<file path="src/rtl/evt_counter_pkg.sv">
package evt_counter_pkg;

    localparam int CSR_AW = 12;

    typedef enum logic [1:0] {
        PL_USER  = 2'd0,
        PL_SUPER = 2'd1,
        PL_RSVD  = 2'd2,
        PL_MACH  = 2'd3
    } priv_lvl_e;

    localparam logic [CSR_AW-1:0] A_MCNT_LO0  = 12'hB00;
    localparam logic [CSR_AW-1:0] A_MCNT_LO1  = 12'hB02;
    localparam logic [CSR_AW-1:0] A_MCNT_HI0  = 12'hB80;
    localparam logic [CSR_AW-1:0] A_MCNT_HI1  = 12'hB82;
    localparam logic [CSR_AW-1:0] A_UCNT_LO0  = 12'hC00;
    localparam logic [CSR_AW-1:0] A_UCNT_LO1  = 12'hC02;
    localparam logic [CSR_AW-1:0] A_UCNT_HI0  = 12'hC80;
    localparam logic [CSR_AW-1:0] A_UCNT_HI1  = 12'hC82;
    localparam logic [CSR_AW-1:0] A_USER_SPAN_LO = 12'hC00;
    localparam logic [CSR_AW-1:0] A_USER_SPAN_HI = 12'hC1F;
    localparam logic [CSR_AW-1:0] A_USERH_SPAN_LO = 12'hC80;
    localparam logic [CSR_AW-1:0] A_USERH_SPAN_HI = 12'hC9F;
    localparam logic [CSR_AW-1:0] A_UMASK     = 12'h320;
    localparam logic [CSR_AW-1:0] A_SMASK     = 12'h321;

    typedef struct packed {
        logic wr_lo;
        logic wr_hi;
        logic wr_umask;
        logic wr_smask;
    } wr_dec_t;

    function automatic logic in_span(input logic [CSR_AW-1:0] a,
                                     input logic [CSR_AW-1:0] lo,
                                     input logic [CSR_AW-1:0] hi);
        return (a >= lo) && (a <= hi);
    endfunction

    function automatic logic is_one_of(input logic [CSR_AW-1:0] a,
                                       input logic [CSR_AW-1:0] x,
                                       input logic [CSR_AW-1:0] y);
        return (a == x) || (a == y);
    endfunction

endpackage

</file>
<file path="src/rtl/evt_wr_decode.sv">
module evt_wr_decode
    import evt_counter_pkg::*;
(
    input  logic [CSR_AW-1:0] addr,
    input  logic              we,
    output wr_dec_t           dec
);
    always_comb begin
        dec.wr_lo    = we && is_one_of(addr, A_MCNT_LO0, A_MCNT_LO1);
        dec.wr_hi    = we && is_one_of(addr, A_MCNT_HI0, A_MCNT_HI1);
        dec.wr_umask = we && (addr == A_UMASK);
        dec.wr_smask = we && (addr == A_SMASK);
    end
endmodule

</file>
<file path="src/rtl/evt_count_reg.sv">
module evt_count_reg #(
    parameter int CNT_W = 64
) (
    input  logic             clk,
    input  logic             rst,
    input  logic             wr_lo,
    input  logic             wr_hi,
    input  logic             wide_mode,
    input  logic             inc,
    input  logic [CNT_W-1:0] wdata,
    output logic [CNT_W-1:0] cnt
);
    localparam int HALF = CNT_W / 2;

    logic [CNT_W-1:0] cnt_nxt;

    always_comb begin
        cnt_nxt = cnt;
        if (wr_lo) begin
            if (wide_mode) cnt_nxt = wdata;
            else           cnt_nxt[HALF-1:0] = wdata[HALF-1:0];
        end else if (wr_hi) begin
            cnt_nxt[CNT_W-1:HALF] = wdata[HALF-1:0];
        end else if (inc) begin
            cnt_nxt = cnt + CNT_W'(1);
        end
    end

    always_ff @(posedge clk) begin
        if (rst) cnt <= '0;
        else     cnt <= cnt_nxt;
    end

    assert_step_R6: assert property (@(posedge clk) disable iff (rst)
        (inc && !wr_lo && !wr_hi) |=> (cnt == $past(cnt) + CNT_W'(1)));

    assert_hold_R6: assert property (@(posedge clk) disable iff (rst)
        (!inc && !wr_lo && !wr_hi) |=> $stable(cnt));

    assert_hi_keep_R4: assert property (@(posedge clk) disable iff (rst)
        wr_hi |=> (cnt[HALF-1:0] == $past(cnt[HALF-1:0])) &&
                  (cnt[CNT_W-1:HALF] == $past(wdata[HALF-1:0])));

    assert_narrow_keep_R3: assert property (@(posedge clk) disable iff (rst)
        (wr_lo && !wide_mode) |=> (cnt[CNT_W-1:HALF] == $past(cnt[CNT_W-1:HALF])));
endmodule

</file>
<file path="src/rtl/evt_mask_regs.sv">
module evt_mask_regs #(
    parameter int EN_W = 32
) (
    input  logic            clk,
    input  logic            rst,
    input  logic            wr_umask,
    input  logic            wr_smask,
    input  logic [EN_W-1:0] wdata,
    output logic [EN_W-1:0] umask,
    output logic [EN_W-1:0] smask
);
    always_ff @(posedge clk) begin
        if (rst) begin
            umask <= '0;
            smask <= '0;
        end else begin
            if (wr_umask) umask <= wdata;
            if (wr_smask) smask <= wdata;
        end
    end

    assert_umask_hold_R11: assert property (@(posedge clk) disable iff (rst)
        !wr_umask |=> $stable(umask));

    assert_smask_hold_R11: assert property (@(posedge clk) disable iff (rst)
        !wr_smask |=> $stable(smask));
endmodule

</file>
<file path="src/rtl/evt_read_gate.sv">
module evt_read_gate
    import evt_counter_pkg::*;
#(
    parameter int CNT_W = 64,
    parameter int EN_W  = 32
) (
    input  logic              clk,
    input  logic              rst,
    input  logic [CSR_AW-1:0] addr,
    input  priv_lvl_e         priv,
    input  logic              wide_mode,
    input  logic [CNT_W-1:0]  cnt,
    input  logic [EN_W-1:0]   umask,
    input  logic [EN_W-1:0]   smask,
    output logic [CNT_W-1:0]  rdata,
    output logic              fault
);
    localparam int HALF  = CNT_W / 2;
    localparam int IDX_W = $clog2(EN_W);

    logic [EN_W-1:0]  mask;
    logic             allowed;
    logic             user_lo, user_hi;
    logic [CNT_W-1:0] low_view, high_view;

    always_comb begin
        unique case (priv)
            PL_USER:  mask = umask;
            PL_SUPER: mask = smask;
            default:  mask = '1;
        endcase
        allowed   = mask[addr[IDX_W-1:0]];
        user_lo   = in_span(addr, A_USER_SPAN_LO, A_USER_SPAN_HI);
        user_hi   = !wide_mode && in_span(addr, A_USERH_SPAN_LO, A_USERH_SPAN_HI);
        fault     = (user_lo || user_hi) && !allowed;
        low_view  = wide_mode ? cnt : {{HALF{1'b0}}, cnt[HALF-1:0]};
        high_view = wide_mode ? '0 : {{HALF{1'b0}}, cnt[CNT_W-1:HALF]};
    end

    always_comb begin
        rdata = '0;
        if (fault) begin
            rdata = '0;
        end else if (is_one_of(addr, A_UCNT_LO0, A_UCNT_LO1) ||
                     is_one_of(addr, A_MCNT_LO0, A_MCNT_LO1)) begin
            rdata = low_view;
        end else if (is_one_of(addr, A_UCNT_HI0, A_UCNT_HI1) ||
                     is_one_of(addr, A_MCNT_HI0, A_MCNT_HI1)) begin
            rdata = high_view;
        end else if (addr == A_UMASK) begin
            rdata = CNT_W'(umask);
        end else if (addr == A_SMASK) begin
            rdata = CNT_W'(smask);
        end
    end

    assert_fault_zero_R8: assert property (@(posedge clk) disable iff (rst)
        fault |-> (rdata == '0));

    assert_narrow_read_R5: assert property (@(posedge clk) disable iff (rst)
        !wide_mode |-> (rdata[CNT_W-1:HALF] == '0));

    assert_mach_nofault_R7: assert property (@(posedge clk) disable iff (rst)
        (priv == PL_MACH) |-> !fault);
endmodule

</file>
<file path="src/rtl/evt_counter_csr.sv">
module evt_counter_csr
    import evt_counter_pkg::*;
#(
    parameter int CNT_W = 64,
    parameter int EN_W  = 32
) (
    input  logic              clk,
    input  logic              rst,
    input  logic [CSR_AW-1:0] csr_addr,
    input  logic [CNT_W-1:0]  csr_wdata,
    input  logic              csr_we,
    input  logic [1:0]        priv,
    input  logic              wide_mode,
    input  logic              inc,
    output logic [CNT_W-1:0]  csr_rdata,
    output logic              acc_fault
);
    wr_dec_t          dec;
    logic [CNT_W-1:0] cnt;
    logic [EN_W-1:0]  umask, smask;
    priv_lvl_e        priv_e;

    assign priv_e = priv_lvl_e'(priv);

    evt_wr_decode u_dec (
        .addr (csr_addr),
        .we   (csr_we),
        .dec  (dec)
    );

    evt_count_reg #(.CNT_W(CNT_W)) u_cnt (
        .clk       (clk),
        .rst       (rst),
        .wr_lo     (dec.wr_lo),
        .wr_hi     (dec.wr_hi),
        .wide_mode (wide_mode),
        .inc       (inc),
        .wdata     (csr_wdata),
        .cnt       (cnt)
    );

    evt_mask_regs #(.EN_W(EN_W)) u_mask (
        .clk      (clk),
        .rst      (rst),
        .wr_umask (dec.wr_umask),
        .wr_smask (dec.wr_smask),
        .wdata    (csr_wdata[EN_W-1:0]),
        .umask    (umask),
        .smask    (smask)
    );

    evt_read_gate #(.CNT_W(CNT_W), .EN_W(EN_W)) u_rd (
        .clk       (clk),
        .rst       (rst),
        .addr      (csr_addr),
        .priv      (priv_e),
        .wide_mode (wide_mode),
        .cnt       (cnt),
        .umask     (umask),
        .smask     (smask),
        .rdata     (csr_rdata),
        .fault     (acc_fault)
    );

    assert_reset_R1: assert property (@(posedge clk)
        rst |=> (cnt == '0) && (umask == '0) && (smask == '0));
endmodule

</file>
<file path="config.mk">
export PLATFORM = sky130hd
export DESIGN_NAME = evt_counter_csr
export DESIGN_NICKNAME = d
export VERILOG_FILES = /design/src/rtl/evt_counter_pkg.sv /design/src/rtl/evt_wr_decode.sv /design/src/rtl/evt_count_reg.sv /design/src/rtl/evt_mask_regs.sv /design/src/rtl/evt_read_gate.sv /design/src/rtl/evt_counter_csr.sv
export SDC_FILE = /design/constraint.sdc
export NUM_CORES = 1
export LEC_CHECK = 0
export BUFFER_PORTS_ARGS = -buffer_cell sky130_fd_sc_hd__buf_2
export CORE_AREA = 2 2 144 181
export CTS_BUF_LIST = sky130_fd_sc_hd__clkbuf_8
export CTS_CLUSTER_DIAMETER = 80
export DETAILED_ROUTE_END_ITERATION = 16
export DIE_AREA = 0 0 146 183
export PLACE_DENSITY = 0.64
export SLEW_MARGIN = 30
export SYNTH_ARGS = -nofsm -noshare
export SYNTH_HDL_FRONTEND = slang
export SYNTH_SLANG_ARGS = --single-unit
export TNS_END_PERCENT = 10
</file>
<file path="constraint.sdc">
create_clock -name clk -period 3.9 [get_ports clk]
set_input_delay 0.78 -clock clk [delete_from_list [all_inputs] [get_ports clk]]
set_output_delay 0.78 -clock clk [all_outputs]
set_load 0.03 [all_outputs]
</file>
# Yosys cells after proc, flatten, opt, wreduce, memory -nomap -nowiden
# Cells that the tools add are included.
dict set report word_totals {
  mem_bits_rw 0
  regBits 128
  n_memories 0
  inputBits 83
  romBits 0
  wordCells 60
  latch_bits 0
  output_inout_bits 65
}
dict set report classes {
  n_mul 0
  bitwise_logic 0
  div 0
  shifts 0
  n_mux 15
  n_lt_le_gt_ge 5
  reduce_logical 22
  addsub 1
  eq_ne 13
}
# op n
set ops {}
lappend ops {{$mux W64} 7}
lappend ops {{$mux W32} 5}
lappend ops {{$eq A12 B12 Y1 const B} 8}
lappend ops {{$add A64 B1 Y64 const B} 1}
lappend ops {{$pmux W32 S2} 1}
lappend ops {{$eq A12 B10 Y1 const B} 2}
lappend ops {{$ge A12 B12 Y1 const B} 2}
lappend ops {{$le A12 B12 Y1 const B} 2}
lappend ops {{$logic_and A1 B1 Y1} 8}
lappend ops {{$logic_or A1 B1 Y1} 7}
lappend ops {{$lt A5 B6 Y1 const B} 1}
lappend ops {{$bmux W1 S5} 1}
lappend ops {{$reduce_and A2 Y1} 2}
lappend ops {{$reduce_bool A3 Y1} 1}
lappend ops {{$eq A2 B1 Y1 const B} 1}
lappend ops {{$logic_not A1 Y1} 2}
lappend ops {{$logic_not A2 Y1} 1}
lappend ops {{$ne A2 B1 Y1 const B} 1}
lappend ops {{$ne A2 B2 Y1 const B} 1}
lappend ops {{$reduce_bool A2 Y1} 1}
lappend ops {{$mux W1} 1}

# Longest topological paths before layout
# Gate-level depths: netlist of run 1.
dict set report depth {
  ltp_word 7
  ltp_mapped 9
  mapped_depth_nobuf 7
}

# By module
# Synthesis of run 1 repeated with hierarchy kept, for this count alone.
dict set report unflattened {
  cells_unflattened 1149
  area_unflattened_um2 9190.1
}
# module seq_area_each_um2 cells_per_inst n_inst area_per_inst_um2
set by_module_without_submodules {}
lappend by_module_without_submodules {evt_count_reg 1281.2 633 1 4730.8}
lappend by_module_without_submodules {evt_mask_regs 1281.2 207 1 2339.7}
lappend by_module_without_submodules {evt_read_gate 0.0 299 1 2043.2}
lappend by_module_without_submodules {evt_wr_decode 0.0 10 1 76.3}

# Worst setup path after synthesis of run 1
# No wires, ideal clock.
dict set report synth_timing {
  path_type {input to output}
  startpoint {input csr_addr[7]}
  endpoint {output csr_rdata[12]}
  arrival_time_ns 2.769
  path_stages 8
  n_path_buf 3
  path_slack_ns 0.351
  t_required_ns 3.120
  path_cell_list {clkbuf_1 > or4b_1 > or3_1 > buf_2 > clkbuf_1 > o2bb2ai_1 > a21oi_1 > nor2_1}
}
dict set report synth_via {
  elab_chain_len 6
  word_cells_on_any_way 30
  cone_classes {order compare: 4; eq/ne: 10; mux: 5; reduce/logical: 11}
}
# item line
set synth_rtl {}
lappend synth_rtl {{start: declaration} evt_counter_csr.sv:9} ;# input logic [CSR_AW-1:0] csr_addr,
lappend synth_rtl {{$ge A12 B12 Y1, or another cell as far along} evt_counter_pkg.sv:37} ;# return (a >= lo) && (a <= hi);
lappend synth_rtl {{$logic_and A1 B1 Y1, or another cell as far along} evt_counter_pkg.sv:37}
lappend synth_rtl {{$logic_and A1 B1 Y1, or another cell as far along} evt_read_gate.sv:34} ;# user_hi = !wide_mode && in_span(addr, A_USERH_SPAN_LO, A_USERH_SPAN_HI);
lappend synth_rtl {{$logic_or A1 B1 Y1 / $mux W64 (equally long branches)} {evt_read_gate.sv:35, evt_read_gate.sv:47}}
lappend synth_rtl {{$logic_and A1 B1 Y1 / $mux W64 (equally long branches)} {evt_read_gate.sv:35, evt_read_gate.sv:44}}
lappend synth_rtl {{$mux W64 *} evt_read_gate.sv:42} ;# if (fault) begin
lappend synth_rtl {{end: declaration} evt_counter_csr.sv:15} ;# output logic [CNT_W-1:0] csr_rdata,
# Mark *: on every way between the ends. The rest lies on a longest branch, timed or not.

# Final worst setup path of run 1
dict set report layout_timing {
  startpoint {input csr_addr[1]}
  endpoint {output acc_fault}
}
dict set report layout_via {
  elab_chain_len 5
  word_cells_on_any_way 12
  cone_classes {order compare: 4; mux: 2; reduce/logical: 6}
}
# item line
set layout_rtl {}
lappend layout_rtl {{$ge A12 B12 Y1 / $le A12 B12 Y1 (equally long branches)} evt_counter_pkg.sv:37}
lappend layout_rtl {{$logic_and A1 B1 Y1} evt_counter_pkg.sv:37}
lappend layout_rtl {{$logic_and A1 B1 Y1} evt_read_gate.sv:34}
lappend layout_rtl {{$logic_or A1 B1 Y1} evt_read_gate.sv:35} ;# fault = (user_lo || user_hi) && !allowed;
lappend layout_rtl {{$logic_and A1 B1 Y1 *} evt_read_gate.sv:35}
lappend layout_rtl {{end: declaration} evt_counter_csr.sv:16} ;# output logic acc_fault
# Mark *: on every way between the ends. The rest lies on a longest branch, timed or not. The select of a mux whose other input is x is not followed.

==> results_dict.tcl, run 1 <==
set metrics [dict create \
    min_period_ns 3.75 \
    cts_made_buffers 17 \
    ant_nets 0 \
    period_share_pct 96.2 \
    synth.distinct_cells 75 \
    syn_area_per_cell_um2 7.54 \
    grt_setup_unrepaired "no" \
    fin_tns_setup_ns 0 \
    start_util_pct 34.4 \
    die-area_um2 26700 \
    yosysSeqAreaShare_pct 29.8 \
    synthesis.area_um2 8610 \
    synth_top_family_by_area "simple AND/OR/NAND/NOR gates" \
    nets 1338 \
    grt_max_degree 103 \
    track_usage_pct 24.8 \
    drt_iter0_drc 1098 \
    synth_compound_area_share_pct 21.8 \
    power_leakage_nw 3.84 \
    dr.pass1.iters 6 \
    synth-edff-count 0 \
    synth_xor_area_share_pct 3.05 \
    ctsHoldBuffers 0 \
    min_path_type "reg -> reg" \
    dp_hpwl_um 25300 \
    cts-resized-gates 0 \
    yosysWarningCount 0 \
    drive_gt1_share_pct 21.1 \
    grt_overflow 0 \
    routabilityCongestion 0.985 \
    die_h_um 183 \
    clock_path_buffers 2 \
    crit_path_start_kind "primary input" \
    syn_to_final_growth_pct 17.5 \
    powerDensity_nw_per_um2 277 \
    max_slew_margin_pct 50.8 \
    yosys.area_share.simple_pct 27.9 \
    vias 9387 \
    dp_slack_ns 0.154 \
    cts_max_level 4 \
    coreArea_um2 25000 \
    outcome "finished clean" \
    port_buffers 147 \
    cp.required_ns 3.12 \
    numClockSinks 128 \
    final_cell_mix "177 x nand2_1, 146 x buf_2, 138 x nor2_1" \
    syn_inst 1142 \
    fmax_ghz 0.267 \
    clk_latency_ns 0.46 \
    totalWireLength_um 33800 \
    layout_commonest_cell "nand2_1" \
    synth-async-reset-ratio_pct 0 \
    clk_pin_slew_worst_paths_ns 0.07 \
    ir_drop_mv 0.204 \
    yosys.area_share.adder_pct 0.145 \
    vias_per_cell 5.86 \
    grt_pass1_wl_um 51700 \
    critical_path_peak_fanout 15 \
    worst_slack_ns 0.148 \
    ys_ff_latch 128 \
    setup_violations 0 \
    grt_pass1_vias 9023 \
    cts_root_buf "clkbuf_8" \
    clock_skew_ns 0.0140 \
    critPathArrivalTime_ns 2.97 \
    cts_tree "done" \
    synthMuxAreaShare_pct 11.4 \
    crit_type "in -> out" \
    worstSetupEndpointType "primary output" \
    die_w_um 146 \
    worstMarginPinSlew_ns 0.736 \
    ys.flop_type "dfxtp_1" \
    drc 0 \
    finalMaxSlewViolations 0 \
    num_antenna_cells 0 \
    cts_setup_buffers 0 \
    antenna_found_initial 1 \
    synth_nets 1226 \
    rows 65 \
    cap_violations 0 \
    avgRoutedWirePerCell_um 21.1 \
    hold_viol_final 0 \
    ios 148 \
]
[metal layers]
layer	vias up	global-route usage, %	wire length [um]
met1	4430	30.7	13800
met4	2	12.1	1540
li1	4348	-	-
met5	-	0	11
met3	97	4.95	2570
met2	510	41.2	15900
[cell families (layout without fill, tap and decap cells)]
kind of cell             count (synthesis)  in the layout
flip-flops                             128            128
buffers and inverters                  108            233
AO/OA/AOI/OAI                          290            290
adder cells (fa/ha/maj)                  1              1
multiplexers                            86             86
AND/OR/NAND/NOR                        499            499
XOR/XNOR                                30             30
[worst max-delay path: stages]
cell      delay (ns)
buf_2           0.24
mux4_2          0.54
o221ai_1        0.19
o41ai_1         0.14
a311oi_4        0.42
buf_4           0.30
a41o_1          0.15
buf_2           0.20
[Yosys cell counts, types with 5 or more instances]
| cell type | count | share of area, % |
|---|---|---|
| nor4_1 | 9 | 0.65 |
| nor3_1 | 32 | 1.9 |
| a21oi_1 | 117 | 6.8 |
| inv_1 | 15 | 0.65 |
| nand3_1 | 38 | 2.2 |
| dfxtp_1 | 128 | 30 |
| clkbuf_8 | 5 | 0.80 |
| nand2_1 | 177 | 7.7 |
| a222oi_1 | 6 | 0.70 |
| and2_1 | 13 | 0.94 |
| and3_1 | 12 | 0.87 |
| mux2_2 | 13 | 1.7 |
| a21o_1 | 6 | 0.52 |
| and4_1 | 8 | 0.81 |
| nor2_1 | 139 | 6.1 |
| mux2i_1 | 65 | 7.6 |
| o2bb2ai_1 | 16 | 1.6 |
| buf_2 | 30 | 1.7 |
| a31oi_1 | 6 | 0.44 |
| mux4_2 | 8 | 2.1 |
| nor2b_1 | 6 | 0.44 |
| clkbuf_1 | 49 | 2.1 |
| o21ai_0 | 42 | 2.4 |
| xor2_1 | 14 | 1.4 |
| nand4_1 | 21 | 1.5 |
| a211oi_1 | 39 | 3.4 |
| a221oi_1 | 12 | 1.2 |
| o21a_1 | 5 | 0.44 |
| xnor2_1 | 16 | 1.6 |
[where the power goes]
part	internal, mW	switching, mW
clock	0.587	0.627
combinational	0.0961	0.177
sequential	1.31	0.00800
[stage by stage]
stage	hold slack (ns)	cells	area [um2]	total power, mW	utilization, %
after CTS	0.468	1602	10100	2.81	40.4
after global routing	0.494	1602	10100	2.89	40.4
after global placement	0.448	1570	9700	1.61	38.7
after floorplan	0.438	1142	8610	1.48	-
final	0.468	1602	10100	2.80	40.4
after detailed placement	0.456	1570	9700	1.61	38.7
[path summary, 6_finish.rpt]
kind	from	endpoint	slack (ns)	cells after the start
worst min register to register	u_mask.umask[17]	u_mask.umask[17]	0.47	2
worst max-delay path	csr_addr[1]	acc_fault	0.15	8
worst min-delay path	u_mask.umask[17]	u_mask.umask[17]	0.47	2
worst max register to register	u_cnt.cnt[36]	u_cnt.cnt[59]	1.27	6
[sequential cells by signal (all words and copies together), names as in the netlist]
register      flops
u_mask.smask     32
u_mask.umask     32
u_cnt.cnt        64
[cell type report]
type	count	area [um2]
Sequential cell	128	2560
Tap cell	335	419
Fill cell	2690	14900
Timing Repair Buffer	186	1110
Multi-Input combinational cell	906	5560
Clock buffer	17	234
Clock inverter	15	173
Inverter	15	56.3
(Power assumes the default switching activity.)
==> inputs of run 2 (changes only) <==
--- a/config.mk
+++ b/config.mk
@@ -6,12 +6,14 @@
 export NUM_CORES = 1
 export LEC_CHECK = 0
 export BUFFER_PORTS_ARGS = -buffer_cell sky130_fd_sc_hd__buf_2
+export CELL_PAD_IN_SITES_DETAIL_PLACEMENT = 0
+export CELL_PAD_IN_SITES_GLOBAL_PLACEMENT = 1
 export CORE_AREA = 2 2 144 181
 export CTS_BUF_LIST = sky130_fd_sc_hd__clkbuf_8
 export CTS_CLUSTER_DIAMETER = 80
 export DETAILED_ROUTE_END_ITERATION = 16
 export DIE_AREA = 0 0 146 183
-export PLACE_DENSITY = 0.64
+export PLACE_DENSITY = 0.8
 export SLEW_MARGIN = 30
 export SYNTH_ARGS = -nofsm -noshare
 export SYNTH_HDL_FRONTEND = slang
==> run 2 against run 1 <==
Compared with the run above:
- global-route usage rose by 0.31 points
- first-iteration DRC count fell by 10%
- cell count stayed put
- critical path depth rose by 1
- critical endpoint is now csr_rdata[55]
- die area unchanged
- count of clock-buffer cells in the layout increased by 1
- via count down 0.67%
- wire length grew 1.2%
- power is essentially flat
- critical path type unchanged
- largest cell class unchanged
- worst setup slack got worse by 0.0076 ns
==> results_dict.tcl, run 2 (synthesis gave the netlist of run 1 again) <==
set metrics [dict create \
    nets 1338 \
    vias 9324 \
    ios 148 \
    final_cell_mix "177 x nand2_1, 146 x buf_2, 138 x nor2_1" \
    cts_tree "done" \
    grt_max_degree 70 \
    cp.required_ns 3.12 \
    reg2reg_depth 7 \
    outcome "finished clean" \
    reg.largest.list "u_cnt.cnt x64, u_mask.smask x32, u_mask.umask x32" \
    port_buffers 147 \
    die_w_um 146 \
    rows 65 \
    track_usage_pct 25.1 \
    cts_made_buffers 17 \
    utilization_pct 40.3 \
    dp_hpwl_um 25400 \
    clock_skew_ns 0.0161 \
    grt_setup_unrepaired "no" \
    max_slew_margin_pct 41.6 \
    fmax_ghz 0.266 \
    drc 0 \
    crit_type "in -> out" \
    start_util_pct 34.4 \
    fin_hold_ws_ns 0.469 \
    largest_reg_flops 64 \
    hold_path_depth 2 \
    p_sw_uw 802 \
    power_leakage_nw 3.84 \
    totalWireLength_um 34200 \
    period_share_pct 96.4 \
    grt_pass1_vias 8822 \
    die-area_um2 26700 \
    drt_iter0_drc 984 \
    cts_root_buf "clkbuf_8" \
    ir_drop_mv 0.187 \
    p_comb_share_pct 9.8 \
    p_int_mw 2.00 \
    critical_path_peak_fanout 7 \
    regToRegSetupSlack_ns 1.25 \
    dp_slack_ns 0.117 \
    multi_input_area_um2 5560 \
    grt_overflow 0 \
    dpl.cell_count 1570 \
    cts_max_level 4 \
    stdcell_area_um2 10100 \
    layout_commonest_cell "nand2_1" \
    fin_tns_setup_ns 0 \
    grt_pass1_wl_um 52200 \
    netSwitchingFraction_pct 28.6 \
    power_frac_clock_pct 43.2 \
    whs_endpoint "u_mask.umask[18]" \
    seqPwrFrac_pct 47.0 \
    antenna_found_initial 0 \
    crit_path_start_kind "primary input" \
    r2r-start "u_cnt.cnt[12]" \
    r2r-end "u_cnt.cnt[54]" \
    instances_no_fill 1602 \
    routabilityCongestion 0.971 \
    clk_pin_slew_worst_paths_ns 0.07 \
    coreArea_um2 25000 \
    drive_gt1_share_pct 21.0 \
    clock_path_buffers 2 \
    numClockSinks 128 \
    hold_viol_final 0 \
    avgRoutedWirePerCell_um 21.4 \
    worstSetupEndpointType "primary output" \
    min_period_ns 3.76 \
    syn_to_final_growth_pct 17.2 \
    setup_violations 0 \
    largest-register "u_cnt.cnt" \
    ant_nets 0 \
    fillerInstances 2732 \
    die_h_um 183 \
    powerDensity_nw_per_um2 278 \
    min_path_type "reg -> reg" \
    design_power_total_mw 2.80 \
    clk_latency_ns 0.47 \
    finalMaxSlewViolations 0 \
    ctsHoldBuffers 0 \
    detailed_place.area_um2 9680 \
    hp-start "u_mask.umask[18]" \
    worst_slack_ns 0.141 \
    worstMarginPinSlew_ns 0.876 \
    vias_per_cell 5.82 \
    cap_violations 0 \
    regArea_um2 2560 \
    num_antenna_cells 0 \
    critPathArrivalTime_ns 2.98 \
    dr.pass1.iters 8 \
]
## run 2: changes by cell type in the layout (fill, tap and decap cells not counted), sizes merged
cell,change
clkinv,+2
inv,-2
clkbuf,+1
clkinvlp,-1
## run 2: power by group through the flow
| stage | clock network, mW | logic (mW) | registers, mW |
|---|---|---|---|
| finish | 1.21 | 0.274 | 1.32 |
| global route | 1.28 | 0.290 | 1.32 |
| CTS | 1.23 | 0.270 | 1.32 |
| detailed placement | 0 | 0.268 | 1.35 |
| global placement | 0 | 0.268 | 1.35 |
| floorplan | 0 | 0.138 | 1.35 |
## run 2: worst max-delay path, stage by stage
cell,delay [ns]
buf_2,0.23
mux4_2,0.53
o221ai_1,0.19
o41ai_1,0.14
a311oi_4,0.40
nor2_1,0.18
buf_4,0.19
and2_1,0.16
buf_2,0.17
## run 2: worst max path at each step
stage                startpoint             to  slack (ns)  cells after the start
finish              csr_addr[1]  csr_rdata[55]        0.14                      9
global route        csr_addr[2]  csr_rdata[35]       0.007                      9
CTS                 csr_addr[1]  csr_rdata[61]        0.08                      8
detailed placement  csr_addr[1]  csr_rdata[61]        0.12                      8
global placement    csr_addr[2]  csr_rdata[60]        0.03                      9
floorplan           csr_addr[7]  csr_rdata[12]        0.35                      8
## run 2: what timing repair did
item | in CTS | in global routing
setup buffers | 0 | 0
resized for setup | 0 | 1
setup endpoints to repair | 0 | 22
## run 2: routing by layer
layer  vias up  track usage [%]  routed length (um)
li1       4349                -                   -
met1      4472             33.3               14600
met2       434             41.5               16200
met3        69             3.66                2420
met4         0             9.40                1090
met5         -                0                   0
## run 2: layout make-up
class                           count  area share (%)
Clock buffer                       18            2.46
Sequential cell                   128            25.4
Multi-Input combinational cell    906            55.1
Inverter                           15           0.558
Clock inverter                     14            1.56
Timing Repair Buffer              186            10.8
Tap cell                          335            4.16
==> inputs of run 3 (changes only) <==
--- a/config.mk
+++ b/config.mk
@@ -8,11 +8,11 @@
 export BUFFER_PORTS_ARGS = -buffer_cell sky130_fd_sc_hd__buf_2
 export CELL_PAD_IN_SITES_DETAIL_PLACEMENT = 0
 export CELL_PAD_IN_SITES_GLOBAL_PLACEMENT = 1
-export CORE_AREA = 2 2 144 181
+export CORE_AREA = 2 2 136 191
 export CTS_BUF_LIST = sky130_fd_sc_hd__clkbuf_8
 export CTS_CLUSTER_DIAMETER = 80
 export DETAILED_ROUTE_END_ITERATION = 16
-export DIE_AREA = 0 0 146 183
+export DIE_AREA = 0 0 138 193
 export PLACE_DENSITY = 0.8
 export SLEW_MARGIN = 30
 export SYNTH_ARGS = -nofsm -noshare
==> run 3 against run 2 <==
Compared with the run above:
- critical path depth stayed put
- count of clock-buffer cells in the layout stayed put
- via count is 0.71% lower
- sequential share of layout area is 0.12 points lower
- wire length is 1.1% lower
- critical endpoint is now csr_rdata[45]
- largest cell class unchanged
==> results_dict.tcl, run 3 (synthesis gave the netlist of run 1 again) <==
set metrics [dict create \
    worstSetupEndpointType "primary output" \
    vias_per_cell 5.83 \
    clock_path_buffers 2 \
    avgRoutedWirePerCell_um 21.3 \
    cts_made_buffers 17 \
    die_h_um 193 \
    grt_pass1_vias 8711 \
    dr.pass1.iters 6 \
    vias 9258 \
    antenna_found_initial 0 \
    fillerInstances 2614 \
    critical_path_peak_fanout 10 \
    outcome "finished clean" \
    largest_reg_flops 64 \
    die-area_um2 26600 \
    fmax_ghz 0.266 \
    worstMarginPinSlew_ns 0.693 \
    numClockSinks 128 \
    endpoint "csr_rdata[45]" \
    reg2reg_depth 7 \
    routabilityCongestion 0.976 \
    cts_tree "done" \
    coreArea_um2 25000 \
    start_util_pct 34.4 \
    grt_setup_unrepaired "no" \
    seqPwrFrac_pct 44.4 \
    r2r-end "u_cnt.cnt[59]" \
    cts_max_level 4 \
    clk_latency_ns 0.47 \
    drc 0 \
    clk_pin_slew_worst_paths_ns 0.08 \
    ios 148 \
    fin_hold_ws_ns 0.467 \
    cts_root_buf "clkbuf_8" \
    utilization_pct 40.5 \
    drive_gt1_share_pct 21.2 \
    final_cell_mix "177 x nand2_1, 146 x buf_2, 137 x nor2_1" \
    finalMaxSlewViolations 0 \
    ir_drop_mv 0.211 \
    largest-register "u_cnt.cnt" \
    die_w_um 138 \
    period_share_pct 96.3 \
    cp.required_ns 3.12 \
    totalWireLength_um 33800 \
    drt_iter0_drc 899 \
    max_slew_margin_pct 53.7 \
    powerDensity_nw_per_um2 293 \
    reg.largest.list "u_cnt.cnt x64, u_mask.smask x32, u_mask.umask x32" \
    min_period_ns 3.75 \
    rows 69 \
    p_int_mw 2.19 \
    dp_hpwl_um 25000 \
    num_antenna_cells 0 \
    crit_path_start_kind "primary input" \
    crit_start "csr_addr[1]" \
    crit_type "in -> out" \
    track_usage_pct 24.6 \
    regArea_um2 2560 \
    r2r-start "u_cnt.cnt[10]" \
    layout_commonest_cell "nand2_1" \
    hold_viol_final 0 \
    power_leakage_nw 3.86 \
    min_path_type "reg -> reg" \
    nets 1340 \
    multi_input_area_um2 5560 \
    cts_setup_buffers 0 \
    syn_to_final_growth_pct 17.8 \
    ctsHoldBuffers 0 \
    port_buffers 147 \
    setup_violations 0 \
    ant_nets 0 \
    netSwitchingFraction_pct 26.3 \
    power_frac_clock_pct 46.3 \
    grt_overflow 0 \
    grt_max_degree 95 \
    regToRegSetupSlack_ns 1.27 \
    grt_pass1_wl_um 51200 \
    p_comb_share_pct 9.3 \
    p_sw_uw 780 \
    critPathArrivalTime_ns 2.97 \
    clock_skew_ns 0.0128 \
    cap_violations 0 \
]
-- run 3: cell types whose count changed in the layout (fill, tap and decap cells not counted), moves of 2 or more --
| cell | previous run | this run |
|---|---|---|
| clkinv_4 | 5 | 1 |
| buf_4 | 35 | 38 |
| clkinvlp_4 | 1 | 3 |
| bufinv_16 | 2 | 5 |
-- run 3: power groups by stage --
| stage | logic (mW) | clock network (mW) | registers, mW |
|---|---|---|---|
| after floorplan | 0.138 | 0 | 1.35 |
| after global placement | 0.270 | 0 | 1.35 |
| after detailed placement | 0.270 | 0 | 1.35 |
| after CTS | 0.271 | 1.39 | 1.32 |
| after global routing | 0.291 | 1.44 | 1.32 |
| final | 0.275 | 1.37 | 1.32 |
-- run 3: area by class of cell --
type / count / area share (%)
clock inverters: 14 / 2.10
inverters: 15 / 0.555
repair buffers: 188 / 10.8
flip-flops and latches: 128 / 25.3
multi-input cells: 906 / 54.9
clock buffers: 18 / 2.44
well taps: 319 / 3.94
-- run 3: how the worst min path moves through the flow --
stage,cells past startpoint,startpoint,end,slack [ns]
3_5_place_dp,2,u_mask.umask[13],u_mask.umask[13],0.46
3_3_place_gp,2,u_mask.smask[17],u_mask.smask[17],0.45
4_1_cts,2,u_mask.smask[5],u_mask.smask[5],0.47
5_1_grt,2,u_mask.smask[5],u_mask.smask[5],0.48
2_1_floorplan,2,u_mask.smask[28],u_mask.smask[28],0.44
6_report,2,u_mask.umask[13],u_mask.umask[13],0.47
-- run 3: timing repair --
| action | in CTS | in global routing |
|---|---|---|
| gates resized for setup | 0 | 1 |
| endpoints found under the hold margin | 0 | 0 |
| endpoints found under the setup margin | 0 | 1 |
-- run 3: stage by stage --
step	total power [mW]	cell area (um2)	std cells	setup TNS, ns	setup slack [ns]
after floorplan	1.48	8610	1142	0	0.351
final	2.97	10100	1588	0	0.146
after global routing	3.05	10100	1588	0	0.0177
after detailed placement	1.62	9680	1556	0	0.139
after global placement	1.62	9670	1556	-0.633	-0.104
after CTS	2.98	10100	1588	0	0.133
-- run 3: worst max-delay path, cell delays in order --
cell      delay [ns]
buf_2           0.18
buf_4           0.19
nor2b_1         0.15
a22o_1          0.23
o221ai_1        0.26
a311oi_4        0.17
nor2_2          0.58
and2_1          0.24
buf_2           0.20
-- run 3: layer usage --
layer	GRT usage, %	vias to the layer above	routed length, um
met3	3.88	70	2340
met1	31.0	4402	13900
li1	-	4355	-
met4	10.6	0	1190
met2	42.1	431	16400
met5	0	-	0
